--- config.mk ---
export PLATFORM = sky130hd
export DESIGN_NAME = fold_icache
export DESIGN_NICKNAME = d
export VERILOG_FILES = /design/src/rtl/fic_pkg.sv /design/src/rtl/fic_fold.sv /design/src/rtl/fic_lines.sv /design/src/rtl/fic_refill.sv /design/src/rtl/fold_icache.sv
export SDC_FILE = /design/constraint.sdc
export NUM_CORES = 1
export LEC_CHECK = 0
export ABC_AREA = 1
export BUFFER_PORTS_ARGS = -buffer_cell sky130_fd_sc_hd__buf_2
export CORE_ASPECT_RATIO = 1.25
export CORE_MARGIN = 3
export CORE_UTILIZATION = 30
export DETAILED_ROUTE_END_ITERATION = 10
export GPL_TIMING_DRIVEN = 0
export PLACE_DENSITY = 0.46
export SKIP_LAST_GASP = 1
export SYNTH_ARGS = -nofsm -noshare
export SYNTH_HDL_FRONTEND = slang
export SYNTH_SLANG_ARGS = --single-unit
export TNS_END_PERCENT = 10
--- constraint.sdc ---
create_clock -name clk -period 13.1 [get_ports clk]
set_clock_uncertainty 0.2 [all_clocks]
set_input_delay 1.31 -clock clk [delete_from_list [all_inputs] [get_ports clk]]
set_output_delay 1.31 -clock clk [all_outputs]
set_load 0.01 [all_outputs]
--- src/rtl/fic_pkg.sv ---
package fic_pkg;

  localparam logic [5:0] OPC_JUMP = 6'h02;
  localparam logic [5:0] OPC_CALL = 6'h03;
  localparam logic [5:0] OPC_BNZ  = 6'h04;

  typedef enum logic [1:0] {
    K_NONE   = 2'd0,
    K_JUMP   = 2'd1,
    K_CALL   = 2'd2,
    K_BRANCH = 2'd3
  } fold_kind_e;

  function automatic fold_kind_e kind_of(input logic [31:0] w);
    case (w[31:26])
      OPC_JUMP: return K_JUMP;
      OPC_CALL: return K_CALL;
      OPC_BNZ:  return K_BRANCH;
      default:  return K_NONE;
    endcase
  endfunction

  function automatic logic [31:0] target_of(input logic [31:0] w);
    if (w[31:26] == OPC_BNZ) return {14'd0, w[15:0], 2'b00};
    return {4'd0, w[25:0], 2'b00};
  endfunction

endpackage

--- src/rtl/fic_fold.sv ---
module fic_fold
  import fic_pkg::*;
#(
  parameter int ADDR_W = 16
) (
  input  logic [ADDR_W-1:0] host_addr,
  input  logic [31:0]       host_word,
  input  logic [31:0]       succ_word,
  output fold_kind_e        kind,
  output logic [ADDR_W-1:0] next_addr,
  output logic [ADDR_W-1:0] alt_addr,
  output logic [4:0]        cond_reg
);

  localparam logic [ADDR_W-1:0] STEP = ADDR_W'(4);

  fold_kind_e        host_k;
  fold_kind_e        succ_k;
  logic [ADDR_W-1:0] ctl_addr;
  logic [31:0]       ctl_word;

  always_comb begin
    host_k   = kind_of(host_word);
    succ_k   = kind_of(succ_word);
    // A control word at the host address hosts itself; otherwise the
    // successor word may be folded into the host line.
    ctl_addr = host_addr;
    ctl_word = host_word;
    kind     = host_k;
    if (host_k == K_NONE) begin
      ctl_addr = host_addr + STEP;
      ctl_word = succ_word;
      kind     = succ_k;
    end
    alt_addr  = ctl_addr + STEP;
    next_addr = (kind == K_NONE) ? ctl_addr : ADDR_W'(target_of(ctl_word));
    cond_reg  = (kind == K_BRANCH) ? ctl_word[25:21] : 5'd0;
  end

endmodule

--- src/rtl/fic_lines.sv ---
module fic_lines
  import fic_pkg::*;
#(
  parameter int DEPTH  = 16,
  parameter int ADDR_W = 16
) (
  input  logic              clk,
  input  logic              rst_n,
  input  logic              flush,
  input  logic [ADDR_W-1:0] rd_addr,
  output logic              rd_hit,
  output logic [31:0]       rd_word,
  output fold_kind_e        rd_kind,
  output logic [ADDR_W-1:0] rd_next,
  output logic [ADDR_W-1:0] rd_alt,
  output logic [4:0]        rd_creg,
  input  logic              wr_en,
  input  logic [ADDR_W-1:0] wr_addr,
  input  logic [31:0]       wr_word,
  input  fold_kind_e        wr_kind,
  input  logic [ADDR_W-1:0] wr_next,
  input  logic [ADDR_W-1:0] wr_alt,
  input  logic [4:0]        wr_creg
);

  localparam int IDX_W = $clog2(DEPTH);
  localparam int TAG_W = ADDR_W - IDX_W - 2;

  typedef struct packed {
    logic [TAG_W-1:0]  tag;
    logic [31:0]       word;
    fold_kind_e        kind;
    logic [ADDR_W-1:0] next;
    logic [ADDR_W-1:0] alt;
    logic [4:0]        creg;
  } line_t;

  line_t             line_q [DEPTH];
  logic [DEPTH-1:0]  valid_q;
  logic [DEPTH-1:0]  valid_d;
  logic [DEPTH-1:0]  line_wr;
  logic [IDX_W-1:0]  widx;
  logic [IDX_W-1:0]  ridx;
  line_t             wr_line;
  line_t             rd_line;

  assign widx = wr_addr[IDX_W+1:2];
  assign ridx = rd_addr[IDX_W+1:2];

  always_comb begin
    wr_line.tag  = wr_addr[ADDR_W-1:IDX_W+2];
    wr_line.word = wr_word;
    wr_line.kind = wr_kind;
    wr_line.next = wr_next;
    wr_line.alt  = wr_alt;
    wr_line.creg = wr_creg;
  end

  for (genvar g = 0; g < DEPTH; g++) begin : g_line
    assign line_wr[g] = wr_en && (widx == IDX_W'(g));
    assign valid_d[g] = flush ? 1'b0 : (valid_q[g] | line_wr[g]);
  end

  always_ff @(posedge clk) begin
    if (!rst_n) valid_q <= '0;
    else        valid_q <= valid_d;
  end

  always_ff @(posedge clk) begin
    for (int i = 0; i < DEPTH; i++) begin
      if (line_wr[i]) line_q[i] <= wr_line;
    end
  end

  assign rd_line = line_q[ridx];
  assign rd_hit  = valid_q[ridx] && (rd_line.tag == rd_addr[ADDR_W-1:IDX_W+2]);
  assign rd_word = rd_line.word;
  assign rd_kind = rd_line.kind;
  assign rd_next = rd_line.next;
  assign rd_alt  = rd_line.alt;
  assign rd_creg = rd_line.creg;


  flush_empty_chk: assert property (@(posedge clk) disable iff (!rst_n)
    flush |=> !rd_hit);

endmodule

--- src/rtl/fic_refill.sv ---
module fic_refill
  import fic_pkg::*;
#(
  parameter int ADDR_W = 16
) (
  input  logic              clk,
  input  logic              rst_n,
  input  logic              flush,
  input  logic              start,
  input  logic [ADDR_W-1:0] start_addr,
  output logic              busy,
  output logic              req_valid,
  input  logic              req_ready,
  output logic [ADDR_W-1:0] req_addr,
  input  logic              rsp_valid,
  output logic              rsp_ready,
  input  logic [31:0]       rsp_word,
  output logic              wr_en,
  output logic [ADDR_W-1:0] wr_base,
  output logic [31:0]       wr_host,
  output logic [31:0]       wr_succ
);

  typedef enum logic [2:0] {
    F_IDLE, F_REQ0, F_RSP0, F_REQ1, F_RSP1
  } fill_st_e;

  fill_st_e          st_q;
  logic [ADDR_W-1:0] base_q;
  logic [31:0]       w0_q;
  logic              stale_q;
  logic              last_beat;

  assign busy      = (st_q != F_IDLE);
  assign req_valid = (st_q == F_REQ0) || (st_q == F_REQ1);
  assign req_addr  = (st_q == F_REQ1) ? base_q + ADDR_W'(4) : base_q;
  assign rsp_ready = (st_q == F_RSP0) || (st_q == F_RSP1);

  // The fill ends early when the first word is itself a control word.
  assign last_beat = rsp_valid &&
                     (((st_q == F_RSP0) && (kind_of(rsp_word) != K_NONE)) ||
                      (st_q == F_RSP1));

  assign wr_en   = last_beat && !stale_q && !flush;
  assign wr_base = base_q;
  assign wr_host = (st_q == F_RSP0) ? rsp_word : w0_q;
  assign wr_succ = (st_q == F_RSP1) ? rsp_word : 32'd0;

  always_ff @(posedge clk) begin
    if (!rst_n) begin
      st_q    <= F_IDLE;
      base_q  <= '0;
      w0_q    <= '0;
      stale_q <= 1'b0;
    end else begin
      if (flush && busy) stale_q <= 1'b1;
      case (st_q)
        F_IDLE: if (start) begin
          st_q    <= F_REQ0;
          base_q  <= start_addr;
          stale_q <= 1'b0;
        end
        F_REQ0: if (req_ready) st_q <= F_RSP0;
        F_RSP0: if (rsp_valid) begin
          w0_q <= rsp_word;
          st_q <= last_beat ? F_IDLE : F_REQ1;
        end
        F_REQ1: if (req_ready) st_q <= F_RSP1;
        F_RSP1: if (rsp_valid) st_q <= F_IDLE;
        default: st_q <= F_IDLE;
      endcase
    end
  end


  req_hold_chk: assert property (@(posedge clk) disable iff (!rst_n)
    req_valid && !req_ready |=> req_valid && $stable(req_addr));


  req_align_chk: assert property (@(posedge clk) disable iff (!rst_n)
    req_valid |-> req_addr[1:0] == 2'b00);

endmodule

--- src/rtl/fold_icache.sv ---
module fold_icache
  import fic_pkg::*;
#(
  parameter int                DEPTH    = 16,
  parameter int                ADDR_W   = 16,
  parameter logic [ADDR_W-1:0] RESET_PC = '0
) (
  input  logic              clk,
  input  logic              rst_n,
  input  logic              flush,
  output logic              fetch_valid,
  input  logic              fetch_ready,
  output logic [ADDR_W-1:0] fetch_pc,
  output logic [31:0]       fetch_word,
  output logic [1:0]        fetch_kind,
  output logic [ADDR_W-1:0] fetch_alt_pc,
  output logic [4:0]        fetch_cond_reg,
  output logic              fetch_link_wr,
  input  logic              res_valid,
  input  logic              res_taken,
  output logic              squash,
  output logic              req_valid,
  input  logic              req_ready,
  output logic [ADDR_W-1:0] req_addr,
  input  logic              rsp_valid,
  output logic              rsp_ready,
  input  logic [31:0]       rsp_word
);

  logic [ADDR_W-1:0] pc_q;
  logic [ADDR_W-1:0] fall_q;
  logic              hit;
  logic [31:0]       rd_word;
  fold_kind_e        rd_kind;
  logic [ADDR_W-1:0] rd_next;
  logic [ADDR_W-1:0] rd_alt;
  logic [4:0]        rd_creg;
  logic              busy;
  logic              start;
  logic              accept;
  logic              wr_en;
  logic [ADDR_W-1:0] wr_base;
  logic [31:0]       wr_host;
  logic [31:0]       wr_succ;
  fold_kind_e        f_kind;
  logic [ADDR_W-1:0] f_next;
  logic [ADDR_W-1:0] f_alt;
  logic [4:0]        f_creg;

  assign squash      = res_valid && !res_taken;
  assign fetch_valid = hit && !busy && !squash;
  assign accept      = fetch_valid && fetch_ready;
  assign start       = !hit && !busy && !squash && !flush;

  assign fetch_pc       = pc_q;
  assign fetch_word     = rd_word;
  assign fetch_kind     = rd_kind;
  assign fetch_alt_pc   = rd_alt;
  assign fetch_cond_reg = rd_creg;
  assign fetch_link_wr  = fetch_valid && (rd_kind == K_CALL);

  // The next PC is taken from the line, or from the held fall-through.
  always_ff @(posedge clk) begin
    if (!rst_n) begin
      pc_q   <= RESET_PC;
      fall_q <= '0;
    end else begin
      if (squash)      pc_q <= fall_q;
      else if (accept) pc_q <= rd_next;
      if (accept && rd_kind == K_BRANCH) fall_q <= rd_alt;
    end
  end

  fic_lines #(.DEPTH(DEPTH), .ADDR_W(ADDR_W)) u_lines (
    .clk     (clk),
    .rst_n   (rst_n),
    .flush   (flush),
    .rd_addr (pc_q),
    .rd_hit  (hit),
    .rd_word (rd_word),
    .rd_kind (rd_kind),
    .rd_next (rd_next),
    .rd_alt  (rd_alt),
    .rd_creg (rd_creg),
    .wr_en   (wr_en),
    .wr_addr (wr_base),
    .wr_word (wr_host),
    .wr_kind (f_kind),
    .wr_next (f_next),
    .wr_alt  (f_alt),
    .wr_creg (f_creg)
  );

  fic_refill #(.ADDR_W(ADDR_W)) u_refill (
    .clk        (clk),
    .rst_n      (rst_n),
    .flush      (flush),
    .start      (start),
    .start_addr (pc_q),
    .busy       (busy),
    .req_valid  (req_valid),
    .req_ready  (req_ready),
    .req_addr   (req_addr),
    .rsp_valid  (rsp_valid),
    .rsp_ready  (rsp_ready),
    .rsp_word   (rsp_word),
    .wr_en      (wr_en),
    .wr_base    (wr_base),
    .wr_host    (wr_host),
    .wr_succ    (wr_succ)
  );

  fic_fold #(.ADDR_W(ADDR_W)) u_fold (
    .host_addr (wr_base),
    .host_word (wr_host),
    .succ_word (wr_succ),
    .kind      (f_kind),
    .next_addr (f_next),
    .alt_addr  (f_alt),
    .cond_reg  (f_creg)
  );


  squash_pulse_chk: assert property (@(posedge clk) disable iff (!rst_n)
    squash |=> !squash);


  resolve_follow_chk: assert property (@(posedge clk) disable iff (!rst_n)
    res_valid |-> $past(fetch_valid && fetch_ready && fetch_kind == 2'd3));


  beat_hold_chk: assert property (@(posedge clk) disable iff (!rst_n)
    fetch_valid && !fetch_ready && !flush |=>
      fetch_valid && $stable(fetch_pc) && $stable(fetch_word));


  flush_blank_chk: assert property (@(posedge clk) disable iff (!rst_n)
    flush |=> !fetch_valid);

endmodule

# Word-level counts from Yosys, hierarchy flattened
# Memories as Yosys holds them, arrays and structs flattened. A register that Yosys moved wholly into a read port is not among the register bits.
# Index checks and enable logic that the tools add are counted.
# W data, S select, Z words.
# op_classes
mux	107
n_shift	0
bitwise_logic	17
n_mul	0
add_sub_neg	2
order_cmp	1
n_reduce_logical	66
n_eq_ne	38
div	0
# ops
cell	count
$mux W81	15
$reduce_or A81 Y1	15
$mux W16	7
$mux W32	3
$mux W4	17
$mux W1	52
$eq A6 B2 Y1 const B	6
$add A16 B3 Y16 const B	2
$eq A4 B4 Y1 const B	8
$logic_and A1 B1 Y1	31
$eq A6 B3 Y1 const B	4
$pmux W2 S3	3
$eq A4 B3 Y1 const B	4
$or A1 B1 Y1	16
$mux W3	5
$pmux W3 S5	1
$eq A10 B10 Y1	1
$ne A2 B2 Y1 const B	5
$eq A4 B2 Y1 const B	2
$eq A2 B2 Y1 const B	3
$eq A3 B2 Y1 const B	2
$logic_not A1 Y1	6
$lt A4 B5 Y1 const B	1
$mux W5	1
15 further kinds	21
# word_totals
latch_bits	0
inputBits	40
word_cells	239
register_bits	100
out_inout_bits	92
romBits	0
mem_bits_rw	1296
mem_count	1
# memory_table
name	words	word_bits	rd	rd_ports_with_merged_regs	wr	line	source
u_lines.line_q	16	81	1	1	1	fic_lines.sv:38	line_t line_q [DEPTH];

# Logic depth before layout (Yosys ltp)
# Gate-level depths: netlist (run 1).
# depth
word_depth	27
ltp_mapped	20
ltp_nobuf	18

# By module
# Synthesis (run 1) repeated with hierarchy kept, for this count alone.
# hier_totals
hier_cells	4759
hier_area_um2	57149.8
# by_module_without_submodules
mod	area_each_um2	cells_per_inst	n_inst
fic_lines	51289.2	3772	1
fic_refill	2841.5	449	1
fold_icache	1575.3	239	1
fic_fold	1443.9	299	1

# Worst setup path after synthesis (run 1)
# No wires, ideal clock.
# synth_path
kind	input-to-reg
from	in rsp_word[31]
to	mem u_lines.line_q[11][0] (netlist bit), enable pin
setup_ps	522
slack_ps	6672
required_ps	12378
stages	9
t_arrival_ps	5706
cell_sequence	nor4_1 -> o21ai_0 -> nand2_1 -> nand2_1 -> nor3_1 -> inv_1 -> nor2_1 -> inv_1 -> nor2_1
# synth_between
elab_cells_between_ends	103
# synth_lines
item	line	source
start: declaration	fold_icache.sv:27	input logic [31:0] rsp_word
$eq A6 B3 Y1 / $eq A6 B2 Y1 (equally long branches)	fic_pkg.sv:15	case (w[31:26])
$pmux W2 S3 (*)	fic_pkg.sv:15	
$reduce_bool A2 Y1 (*)	fic_refill.sv:41	(((st_q == F_RSP0) && (kind_of(rsp_word) != K_NONE)) ||
$logic_and A1 B1 Y1 (*)	fic_refill.sv:41	
$logic_or A1 B1 Y1 (*)	fic_refill.sv:41	
$logic_and A1 B1 Y1 (*)	fic_refill.sv:40	assign last_beat = rsp_valid &&
$logic_and A1 B1 Y1 (*) (2 in a row)	fic_refill.sv:44	assign wr_en = last_beat && !stale_q && !flush;
$logic_and A1 B1 Y1 (*)	fic_lines.sv:60	assign line_wr[g] = wr_en && (widx == IDX_W'(g));
net u_lines.line_wr[11]	fic_lines.sv:41	logic [DEPTH-1:0] line_wr;
$mux W1 (*)	fic_lines.sv:71	if (line_wr[i]) line_q[i] <= wr_line;
$mux W1 (not written as such) (*)	fic_lines.sv:71	
$reduce_or A81 Y1 (no source line)	n/a	
$mux W4 (no source line) / $mux W1 (equally long branches) (5 in a row)	n/a	
end: declaration	fic_lines.sv:38	
# Mark *: on every way through the listed nets, which the timed path passes. The rest lies on a longest branch.

==> summary.md, run 1 <==
| Metric | Value |
|---|---|
| Die height | 492 um |
| Cells after Synth | 4624 |
| Share of layout cells above drive strength 1 | 12.6% |
| Worst-path clk slew | 0.06 ns |
| P&R area growth vs syn | 19.2% |
| Final setup viols | 0 |
| Post-CTS sizing | 0 |
| Num CTS Buffers | 149 |
| DRC viols | 0 |
| DPL Wire Length | 154 mm |
| Minimum clock period | 7.42 ns |
| Leak pwr | 22.6 nW |
| IO buf count | 129 |
| Crit-path slowest cell | clkbuf_1 |
| CP max stage delay | 0.91 ns |
| Die width | 395 um |
| Vias in the first global route | 38873 |
| Clock sink count | 1400 |
| Max-cap violations | 0 |
| Row count | 177 |
| Hold buffers post-CTS | 0 |
| TritonCTS clock tree | built |
| Vias | 40536 |
| Final Hold Viols | 0 |
| Wire per inst | 28.9 um |
| Worst-path fanout max | 10 |
| Total track usage | 22.1% |
| Worst-margin pin slew | 1.37 ns |
| Max-slew headroom | 8.30% |
| Drt first pass iters | 5 |
| Outcome | complete, no violations |
| Final net count | 5049 |
| Max clock buf depth | 3 |
| GR Overflow Total | 0 |
| Top delay family on crit path | buffers and inverters |
| VDD IR max | 0.180 mV |
| Root Driver | clkbuf_16 |
| Initial antenna violation count | 12 |
| Nature of the critical path startpoint | flip-flop |
| Register area share after synthesis | 72.4% |
| Crit path kind | flip-flop to primary output |
| Final Wtd Congestion | 0.869 |
| Worst skew pair latency | 0.80 ns |
| Critical Path RT | 11.59 ns |
| Initial Utilization | 30.3% |
| FMAX | 135 MHz |
| I/O Pins | 132 |
| Post-Syn Nets | 4669 |
| Antenna viol nets, final | 0 |
| Hold Path Stages | 2 |
| Finished Layout Cells | 7637 |
| Top FF cell, synth | edfxtp_1 |
| Flops & latches, synth | 1400 |
| Count of flip-flops with a built-in enable after synthesis | 1296 |
| Worst setup EP type | primary output |
| Utilization after layout | 36.1% |
| RR Endpoint | u_lines.line_q[12][41]$_DFFE_PP_ |
| Flop2flop setup slack | 8.01 ns |
| Yosys cell types | 48 |
| Period utilisation layout | 56.7% |
| Worst Hold Endpoint | u_refill.w0_q[28]$_SDFFE_PN0P_ |
| Final Total Pwr | 0.0121 W |
| Average cell area after synthesis | 12.2 um^2 |
| Post-CTS Setup Bufs | 0 |
| Cell area after synthesis | 56600 um^2 |
| CP arrival | 5.91 ns |
| Pwr dens | 179 nW/um^2 |
| Largest net degree at the start of global routing | 23 |
| Synth warnings | 0 |
| Hold path start | u_refill.w0_q[28]$_SDFFE_PN0P_ |
| Async S/R FF share, synth | 0% |
| Core box area | 187000 um^2 |
| Die area | 194000 um^2 |
| Most frequent cell on the critical path | clkbuf_1 |
| Reg2reg start | u_refill.st_q[1]$_SDFFE_PN0P_ |
| Fin. max-slew vios | 0 |
| Min-delay worst type | flip-flop to flip-flop |
| Crit path cell chain | buf_2, clkinv_1, clkbuf_1, buf_1, clkbuf_1, clkbuf_1, o211ai_1, nand2_1, buf_2 |
| RSZ-0062 raised after global routing | false |
| Placed cell count | 7357 |
| Worst Reg-to-Reg Cells | 12 |
| H-tree Lvls | 4 |
| Total wire length | 221 mm |
| First-pass GRT wire length | 304 mm |
| Bufs and invs on worst path | 7 |
| Violation count after the first detailed-route iteration | 4620 |
| Vias per cell | 5.31 |
==> cells in the final DEF, fill, tap and decap left out, drive strengths merged, types with 4 or more instances in the layout <==
| cell type | n |
|---|---|
| o211ai | 62 |
| inv | 208 |
| xnor2 | 4 |
| clkinvlp | 4 |
| dfxtp | 104 |
| o21ai | 704 |
| diode | 8 |
| buf | 344 |
| clkbuf | 394 |
| nand3 | 255 |
| o22ai | 61 |
| nor3 | 4 |
| clkinv | 62 |
| a21oi | 89 |
| xor2 | 17 |
| a31oi | 22 |
| o221ai | 223 |
| nand4 | 22 |
| nor2 | 745 |
| nand2 | 468 |
| ha | 5 |
| edfxtp | 1296 |
| bufinv | 13 |
==> synthesized netlist by cell type, drive strengths merged (2+ instances only) <==
cell,count,area share (%)
nor2,745,5.0
nand3b,3,0.040
inv,201,1.3
clkbuf,209,1.4
or2,3,0.033
edfxtp,1296,69
nor3,4,0.055
dfxtp,104,3.7
o22ai,61,0.67
o211ai,62,0.82
o21ai,704,6.3
nand2,468,3.2
a21oi,89,0.79
xor2,17,0.30
nand3,255,2.3
ha,5,0.11
nor4,3,0.060
a31oi,22,0.24
nand4,22,0.25
a21boi,3,0.040
xnor2,4,0.062
nor3b,2,0.035
o221ai,223,3.4
buf,115,1.1
==> final cells by class <==
type,count,area (um^2)
Tap cell,2506,3140
Clock buffer,185,4000
Clock inverter,85,897
Antenna cell,8,20.0
Sequential cell,1400,41000
Fill cell,18401,119000
Multi-Input combinational cell,2698,13800
Inverter,202,761
Buffer,324,1410
Timing Repair Buffer,229,2500
==> how the worst max path moves through the flow <==
stage	to	slack [ns]	cells after the start
finish	fetch_word[12]	5.68	9
global route	fetch_word[12]	5.66	9
CTS	fetch_word[12]	5.71	9
detailed placement	fetch_word[12]	6.53	9
global placement	u_lines.line_q[0][57]$_DFFE_PP_	-0.22	8
floorplan	u_lines.line_q[11][0]$_DFFE_PP_	6.67	9
==> stage by stage <==
stage	hold WS [ns]	instance area, um^2	TNS [ns]	setup slack, ns
after floorplan	0.225	56600	0	6.67
after global placement	0.233	60400	-27.79	-0.218
after CTS	0.257	67400	0	5.71
final	0.255	67500	0	5.68
after detailed placement	0.246	62500	0	6.53
after global routing	0.275	67500	0	5.66
==> kinds of logic (layout without fill, tap and decap cells) <==
| logic type | Yosys count | in the layout | synth area share, % |
|---|---|---|---|
| simple gates | 1506 | 1506 | 10.9 |
| flops | 1400 | 1400 | 72.4 |
| other cells | 0 | 8 | 0 |
| xor+xnor | 21 | 21 | 0.358 |
| fa+ha+maj | 5 | 5 | 0.110 |
| compound gates | 1166 | 1166 | 12.4 |
| buf+inv | 526 | 1025 | 3.83 |
==> metal layers <==
| metal | GRT usage, % | vias up | part of all wire (%) |
|---|---|---|---|
| li1 | - | 17753 | - |
| met1 | 28.9 | 20682 | 41 |
| met2 | 36.8 | 1726 | 48 |
| met3 | 3.92 | 373 | 7.2 |
| met4 | 7.83 | 2 | 3.7 |
| met5 | 0 | - | 0.0059 |
==> sequential cells by signal, indices dropped and copies added (netlist names), named ones only <==
name,flops
u_lines.line_q,1296
u_refill.wr_base,16
fall_q,16
u_refill.st_q,3
u_refill.w0_q,32
u_lines.valid_q,16
fetch_pc,16
u_refill.stale_q,1
==> power by group <==
part | switching (W) | internal, W | leakage [nW]
clock | 0.00185 | 0.00244 | 2.40
sequential | 0.0000823 | 0.00551 | 12.7
combinational | 0.00174 | 0.000453 | 7.53
total | 0.00368 | 0.00841 | 22.6
==> tightest hold or removal path, stage by stage, from the launching register on <==
cell     delay [ns]
dfxtp_1        0.30
inv_1          0.06
a21oi_1        0.05
(Power assumes the default switching activity.)
==> inputs of run 2 (changes only) <==
PLACE_DENSITY = 0.48   (was 0.46)
clock period = 5.95 ns   (was 13.1 ns; I/O delays follow)
==> run 2 against run 1 <==
Effect of this change: the run now ends with setup timing left; total power grew 120%; sequential share of layout area shrank 0.23 points; cell area grew 0.38%; routed wire length shrank 0.95%; sequential power grew 120%.
==> summary.md, run 2 (synthesis results as in run 1) <==
| Metric | Value |
|---|---|
| FMAX | 165 MHz |
| Worst-margin pin slew | 1.46 ns (was 1.37 ns) |
| Period utilisation layout | 102% |
| Most common cell after layout, fill and taps aside | edfxtp_1 (unchanged) |
| Failing checks | setup timing |
| CP arrival | 5.27 ns (was 5.91 ns) |
| H-tree Lvls | 4 (unchanged) |
| P&R area growth vs syn | 19.6% (was 19.2%) |
| TritonCTS clock tree | built (unchanged) |
| Fillers | 18405 (was 18401) |
| Clock sink count | 1400 (unchanged) |
| Initial antenna violation count | 28 (was 12) |
| IO buf count | 129 (unchanged) |
| Vias per cell | 5.34 (was 5.31) |
| RR Endpoint | u_lines.line_q[3][17]$_DFFE_PP_ (was u_lines.line_q[12][41]$_DFFE_PP_) |
| Max clock buf depth | 3 (unchanged) |
| Pre-CTS setup slack | 0.240 ns (was 6.53 ns) |
| Die area | 194000 um^2 (unchanged) |
| Die height | 492 um (unchanged) |
| Fin. max-slew vios | 0 (unchanged) |
| VDD IR max | 0.352 mV (was 0.180 mV) |
| Worst Reg-to-Reg Cells | 14 (was 12) |
| Root Driver | clkbuf_16 (unchanged) |
| Wire per inst | 28.5 um (was 28.9 um) |
| Crit path kind | flip-flop to primary output (unchanged) |
| Row count | 177 (unchanged) |
| Final net count | 5076 (was 5049) |
| Critical Path Sink | fetch_word[3] (was fetch_word[12]) |
| Reg2reg start | u_refill.st_q[1]$_SDFFE_PN0P_ (unchanged) |
| Nature of the critical path startpoint | flip-flop (unchanged) |
| Biggest register | u_lines.line_q (unchanged) |
| Minimum clock period | 6.07 ns |
| Critical Path RT | 5.16 ns (was 11.59 ns) |
| Worst skew pair latency | 0.82 ns (was 0.80 ns) |
| Drt first pass iters | 5 (unchanged) |
| Outcome | finished with violations (was complete, no violations) |
| DPL Wire Length | 150 mm (was 154 mm) |
| Total wire length | 219 mm (was 221 mm) |
| Largest net degree at the start of global routing | 25 (was 23) |
| Worst setup EP type | primary output (unchanged) |
| I/O Pins | 132 (unchanged) |
| Post-Layout Inst Area | 67800 um^2 (was 67500 um^2) |
| Antenna viol nets, final | 0 (unchanged) |
| DRC viols | 0 (unchanged) |
| Final setup viols | 2 (was 0) |
| Cell Area, Placed | 62400 um^2 (was 62500 um^2) |
| Core box area | 187000 um^2 (unchanged) |
| Worst-path clk slew | 0.06 ns (about the same) |
| Max-cap violations | 0 (unchanged) |
| Most frequent cells in the layout | 1296 x edfxtp_1, 721 x nor2_1, 664 x o21ai_0 (was 1296 x edfxtp_1, 720 x nor2_1, 664 x o21ai_0) |
| Pwr dens | 391 nW/um^2 (was 179 nW/um^2) |
| Leak pwr | 22.7 nW (was 22.6 nW) |
| Max-slew headroom | 2.43% (was 8.30%) |
| Die width | 395 um (unchanged) |
| Final Wtd Congestion | 0.880 (was 0.869) |
| Violation count after the first detailed-route iteration | 4989 (was 4620) |
| Multi-input gate area | 13800 um^2 (about the same) |
| WHS | 0.114 ns (was 0.255 ns) |
| Worst Slack Setup Final | -0.116 ns (was 5.68 ns) |
| Biggest registers after layout | u_lines.line_q: 1296 flops, u_refill.w0_q: 32 flops (unchanged) |
| Total track usage | 21.9% (was 22.1%) |
| Reg area | 41000 um^2 (unchanged) |
| Num CTS Buffers | 149 (unchanged) |
| Min-delay worst type | primary input to flip-flop (was flip-flop to flip-flop) |
| First-pass GRT wire length | 304 mm (about the same) |
| Share of layout cells above drive strength 1 | 12.3% (was 12.6%) |
| GR Overflow Total | 0 (unchanged) |
| Final Hold Viols | 0 (unchanged) |
| Vias | 40981 (was 40536) |
| Largest register FFs | 1296 (unchanged) |
| Vias in the first global route | 39343 (was 38873) |
| Initial Utilization | 30.3% (unchanged) |
| RSZ-0062 raised after global routing | true (was false) |
| Worst-path fanout max | 11 (was 10) |
| Flop2flop setup slack | 0.75 ns (was 8.01 ns) |
## run 2: cell count changes in the layout (fill, tap and decap cells not counted), sizes merged
| cell | previous run | this run |
|---|---|---|
| clkinv | 62 | 57 |
| clkinvlp | 4 | 5 |
| clkbuf | 394 | 398 |
| buf | 344 | 339 |
| dlygate4sd3 | 0 | 33 |
| diode | 8 | 16 |
| clkdlybuf4s15 | 0 | 1 |
| bufinv | 13 | 14 |
| inv | 208 | 206 |
## run 2: worst min-delay path by stage
stage	endpoint	slack [ns]	depth (start not counted)	from
floorplan	u_refill.w0_q[0]$_SDFFE_PN0P_	0.22	2	u_refill.w0_q[0]$_SDFFE_PN0P_
global placement	u_refill.w0_q[13]$_SDFFE_PN0P_	0.23	2	u_refill.w0_q[13]$_SDFFE_PN0P_
detailed placement	u_refill.w0_q[28]$_SDFFE_PN0P_	0.25	2	u_refill.w0_q[28]$_SDFFE_PN0P_
CTS	u_refill.st_q[2]$_SDFFE_PN0P_	0.02	4	rsp_valid
global route	u_refill.st_q[2]$_SDFFE_PN0P_	0.07	4	rsp_valid
finish	u_refill.st_q[2]$_SDFFE_PN0P_	0.11	4	rsp_valid
## run 2: per-layer routing
layer | vias to the layer above | routed length, um | part of all wire (%) | GRT usage, %
li1 | 17805 | - | - | -
met4 | 14 | 8420 | 3.8 | 7.94
met3 | 388 | 17300 | 7.9 | 4.02
met1 | 20839 | 89400 | 41 | 28.9
met2 | 1935 | 104000 | 47 | 35.9
met5 | - | 96 | 0.044 | 0
## run 2: critical path: stages, from the launching register on
cell and delay [ns]:
dfxtp_1 0.30, buf_2 0.21, buf_2 0.32, clkbuf_1 0.76, clkbuf_1 0.84, clkbuf_1 0.74
o21ai_0 0.22, o221ai_1 0.23, o211ai_1 0.25, nand2_1 0.36, buf_2 0.20
## run 2: power by group
part           switching [W]  leakage [nW]  internal, W
sequential          0.000193          12.7       0.0121
clock                0.00410          2.38      0.00539
combinational        0.00373          7.62     0.000961
## run 2: per-stage QoR
step / power, W / std cells / TNS [ns] / utilization, %
after floorplan: 0.0147 / 4624 / 0 / -
after global placement: 0.0169 / 7259 / -7654.34 / 32.3
after detailed placement: 0.0171 / 7354 / 0 / 33.4
after CTS: 0.0266 / 7657 / -1.11 / 36.2
after global routing: 0.0273 / 7658 / -0.315 / 36.2
final: 0.0265 / 7673 / -0.119 / 36.2
## run 2: area by class of cell
class,instances,area share [%]
buffer,322,2.08
timing repair buffer,258,3.99
clock inverter,80,1.44
sequential,1400,60.5
antenna,16,0.0591
tap,2506,4.63
multi-input combinational,2698,20.3
clock buffer,191,5.86
inverter,202,1.12
## run 2: timing repair
action	4_1_cts	5_1_grt
hold buffers	33	0
setup buffers	0	0
gates resized for setup	5	0
setup endpoints to repair	36	22
hold endpoints to repair	33	0
